==> src/rtl/rf3p_pkg.sv <==
package rf3p_pkg;
    parameter int RF_WORDS = 32;
    parameter int RF_WIDTH = 32;
    localparam int RF_AW = $clog2(RF_WORDS);

    typedef logic [RF_WIDTH-1:0] rf_word_t;
    typedef logic [RF_AW-1:0]    rf_idx_t;

    typedef struct packed {
        rf_word_t [RF_WORDS-1:0] word;
    } rf_state_t;
endpackage

==> src/rtl/rf3p_wdec.sv <==
module rf3p_wdec #(
    parameter int N  = 32,
    parameter int AW = 5
) (
    input  logic          en,
    input  logic [AW-1:0] addr,
    output logic [N-1:0]  sel
);
    for (genvar i = 0; i < N; i++) begin : g_sel
        if (i == 0) begin : g_zero
            assign sel[i] = 1'b0;
        end else begin : g_live
            assign sel[i] = en && (addr == AW'(i));
        end
    end
endmodule

==> src/rtl/rf3p_rdmux.sv <==
module rf3p_rdmux #(
    parameter int N  = 32,
    parameter int W  = 32,
    parameter int AW = 5
) (
    input  logic [N-1:0][W-1:0] words,
    input  logic [AW-1:0]       addr,
    output logic [W-1:0]        data
);
    always_comb begin
        data = words[addr];
    end
endmodule

==> src/rtl/rf3p_top.sv <==
module rf3p_top
    import rf3p_pkg::*;
(
    input  logic     clk,
    input  logic     rst,
    input  logic     wr_en,
    input  rf_idx_t  wr_addr,
    input  rf_word_t wr_data,
    input  rf_idx_t  rd_addr_a,
    output rf_word_t rd_data_a,
    input  rf_idx_t  rd_addr_b,
    output rf_word_t rd_data_b
);
    localparam int NPORTS = 2;

    rf_state_t           st_d, st_q;
    logic [RF_WORDS-1:0] wsel;
    rf_idx_t             raddr [NPORTS];
    rf_word_t            rdata [NPORTS];

    rf3p_wdec #(.N(RF_WORDS), .AW(RF_AW)) i_wdec (
        .en   (wr_en),
        .addr (wr_addr),
        .sel  (wsel)
    );

    always_comb begin
        st_d = st_q;
        for (int i = 0; i < RF_WORDS; i++) begin
            if (wsel[i]) begin
                st_d.word[i] = wr_data;
            end
        end
        if (rst) begin
            st_d = '0;
        end
        st_d.word[0] = '0;
    end

    always_ff @(posedge clk) begin
        st_q <= st_d;
    end

    assign raddr[0] = rd_addr_a;
    assign raddr[1] = rd_addr_b;

    for (genvar p = 0; p < NPORTS; p++) begin : g_rd
        rf3p_rdmux #(.N(RF_WORDS), .W(RF_WIDTH), .AW(RF_AW)) i_mux (
            .words (st_q.word),
            .addr  (raddr[p]),
            .data  (rdata[p])
        );
    end

    assign rd_data_a = rdata[0];
    assign rd_data_b = rdata[1];
endmodule

==> config.mk <==
export PLATFORM = sky130hd
export DESIGN_NAME = rf3p_top
export DESIGN_NICKNAME = d
export VERILOG_FILES = /design/src/rtl/rf3p_pkg.sv /design/src/rtl/rf3p_wdec.sv /design/src/rtl/rf3p_rdmux.sv /design/src/rtl/rf3p_top.sv
export SDC_FILE = /design/constraint.sdc
export NUM_CORES = 2
export LEC_CHECK = 0
export BUFFER_PORTS_ARGS = -buffer_cell sky130_fd_sc_hd__buf_4
export CAP_MARGIN = 20
export CELL_PAD_IN_SITES_DETAIL_PLACEMENT = 0
export CELL_PAD_IN_SITES_GLOBAL_PLACEMENT = 1
export CORE_MARGIN = 3
export CORE_UTILIZATION = 40
export CTS_BUF_LIST = sky130_fd_sc_hd__clkbuf_4 sky130_fd_sc_hd__clkbuf_8 sky130_fd_sc_hd__clkbuf_16
export CTS_CLUSTER_DIAMETER = 150
export DETAILED_ROUTE_END_ITERATION = 10
export HOLD_SLACK_MARGIN = 0.08
export PLACE_DENSITY = 0.7
export SETUP_SLACK_MARGIN = 0.5
export SLEW_MARGIN = 10
export SYNTH_ARGS = -nofsm -noshare
export SYNTH_HDL_FRONTEND = slang
export SYNTH_SLANG_ARGS = --single-unit
==> constraint.sdc <==
create_clock -name clk -period 2.6 [get_ports clk]
set_clock_uncertainty 0.2 [all_clocks]
set_input_delay 0.39 -clock clk [delete_from_list [all_inputs] [get_ports clk]]
set_output_delay 0.39 -clock clk [all_outputs]
set_load 0.01 [all_outputs]
==> reports/metrics.yaml <==
outcome: "finished, violations left"
violations: "negative setup slack"
power_mw: 37.1
grt_pass1_vias: 46900
crit_path_end_kind: "output pin"
gp_congestion: 0.921
worstPathCellList: "mux4_2 -> nor2b_2 -> nor3_2 -> buf_4 -> a31oi_4 -> buf_6 -> nand3_4 -> buf_6"
fin_util_pct: 50.9
wl_mm: 209
wl_per_cell_um: 24.8
grt_max_degree: 87
post_drt_via_cell_ratio: 5.85
grt_first_pass_wirelength_mm: 308
critPathRequiredTime_ns: 2.01
whs_ns: 0.176
cts_root_buf: "clkbuf_16"
pwr_density_cell_nw_per_um2: 576
rsz0062_at_grt: "true"
dominantRegCellSynth: "dfxtp_1"
fin_setup_tns_ns: -22.54
cp-start-kind: "flip-flop"
port_buffers: 113
die_y_um: 364
path_class: "flip-flop to output pin"
synth_top_area_share_pct: 38.8
dp_hpwl_mm: 128
cts_buffers: 115
synth_area_leaders: "dfxtp_1 (39%), nand2_1 (16%), mux2i_1 (15%)"
period_needed_ns: 3.07
area_growth_pct: 25.6
syn_area_per_cell_sq_um: 7.78
ir_worst_vdd_v: 0.000561
worst-path-buf-inv: 3
layout_worst_path_cycle_share_pct: 118
synth.most_common_cell: "nand2_1"
slew_violations: 0
netlist_top_cells_count: "nand2_1 (2147), a21oi_1 (1120), dfxtp_1 (992), mux2i_1 (768), clkbuf_1 (440)"
tightest_slew_ns: 0.708
arrival_ns: 2.48
setup_viol: 64
met3_usage_pct: 4.40
drv_cap: 0
fmax_mhz: 325
clock_path_buffers: 3
crit_path_frequent_cell: "buf_6"
async_flop_share_pct: 0
ys_ff_latch: 992
first_pass_iters: 5
top_register: "st_q"
cts_tree: "done"
slowest_delay_ns: 0.48
cp_slowest_cell: "mux4_2"
drt_iter0_drc: 5266
relSlewSlack_pct: 52.8
cp_max_fo: 3
hold_class: "input pin to flip-flop"
die_area_sq_um: 132000
grt_busiest_layer: "met2"
setup_ws_ns: -0.474
nets: 6709
yosys_warnings: 0
htree_levels: 3
synth_edf_count: 0
clock_latency_ns: 0.73
antenna_found_initial: 6
yosys.area.top_type: "dfxtp_1"
overflow: 0
rows: 130
synthCells: 6580
start_util_pct: 40.5
grt_use_met2_pct: 47.0
io_pins: 114
core-area_sq_um: 126000
syn-num-nets: 6630
path_clk_slew_ns: 0.06
ys_seq_area_share_pct: 38.8
die_x_um: 364
p_leak_nw: 23.6
largest_reg_flops: 992
gr-usage-met1_pct: 43.5
final_hold_viol_count: 0
layout-drive-gt1-share_pct: 19.5
reg_top3: "st_q (992)"
drc_errors: 0
yosysUniqueCellTypes: 30
syn-cell-area_sq_um: 51200
crit_family: "multiplexers"
gr-usage-all-layers_pct: 30.6
clock_sinks: 992
vias: 49200
detail-route-antenna-nets: 0
[layer usage]
layer	share of wire, %	wire, um
met2	44	91500
met4	3.6	7460
met5	0.0057	12
met1	44	92600
met3	8.3	17300
[layout make-up]
cell class                      count  area [sq um]
Sequential cell                   992         19900
Multi-Input combinational cell   4936         31300
Tap cell                         1650          2060
Clock inverter                     40           405
Timing Repair Buffer              614          7110
Clock buffer                      170          3530
Antenna cell                        5          12.5
Fill cell                       11700         62100
[per-stage QoR]
stage               std cells  setup WS [ns]  cell area (sq um)
global placement         8156         -0.595              57700
CTS                      8400         -0.515              63700
finish                   8407         -0.474              64300
floorplan                6580          0.449              52100
detailed placement       8156         -0.613              57700
global route             8405         -0.536              64300
[cell families (layout without fill, tap and decap cells)]
| group | after synthesis | count (layout) | share of synthesized area [%] |
|---|---|---|---|
| simple gates | 2536 | 2536 | 20.0 |
| compound gates | 1504 | 1504 | 16.6 |
| flops | 992 | 992 | 38.8 |
| mux | 896 | 896 | 19.2 |
| buf+inv | 652 | 824 | 5.39 |
| other cells | 0 | 5 | 0 |
[path summary, 6_finish.rpt]
check | from | cells past startpoint | end | slack, ns
max | st_q[239] | 8 | rd_data_a[15] | -0.47
max reg2reg | st_q[204] | 3 | st_q[204] | 1.25
min reg2reg | st_q[205] | 2 | st_q[205] | 0.26
min | wr_addr[1] | 5 | st_q[384] | 0.18
[tightest hold or removal path: stages]
cell	delay, ns
buf_4	0.28
nor3_4	0.10
buf_12	0.16
nand2_1	0.08
a21oi_1	0.05
[cells in the final DEF, fill, tap and decap left out, types with 40 or more instances in the layout]
cell	n
mux2_2	60
nor3_2	40
buf_12	167
a22oi_1	256
a221oi_2	46
clkbuf_16	117
buf_4	330
nand2_1	2129
mux2i_1	768
nand3_1	128
buf_6	80
mux4_2	64
dfxtp_2	58
nand3_4	47
a21oi_1	1120
dfxtp_1	934
[report_power, final]
part	internal, mW	total, mW	switching, mW
logic	1.85	4.77	2.92
clock network	9.93	16.9	6.96
registers	15.3	15.4	0.0843
total	27.1	37.1	9.96
[timing repair]
action	CTS	global route
endpoints found under the hold margin	992	0
cloned	0	0
pin swaps	44	27
buffers inserted	0	2
hold buffers	34	0
gates resized for setup	358	112
endpoints found under the setup margin	64	64
Power figures use the tool's default switching activity.
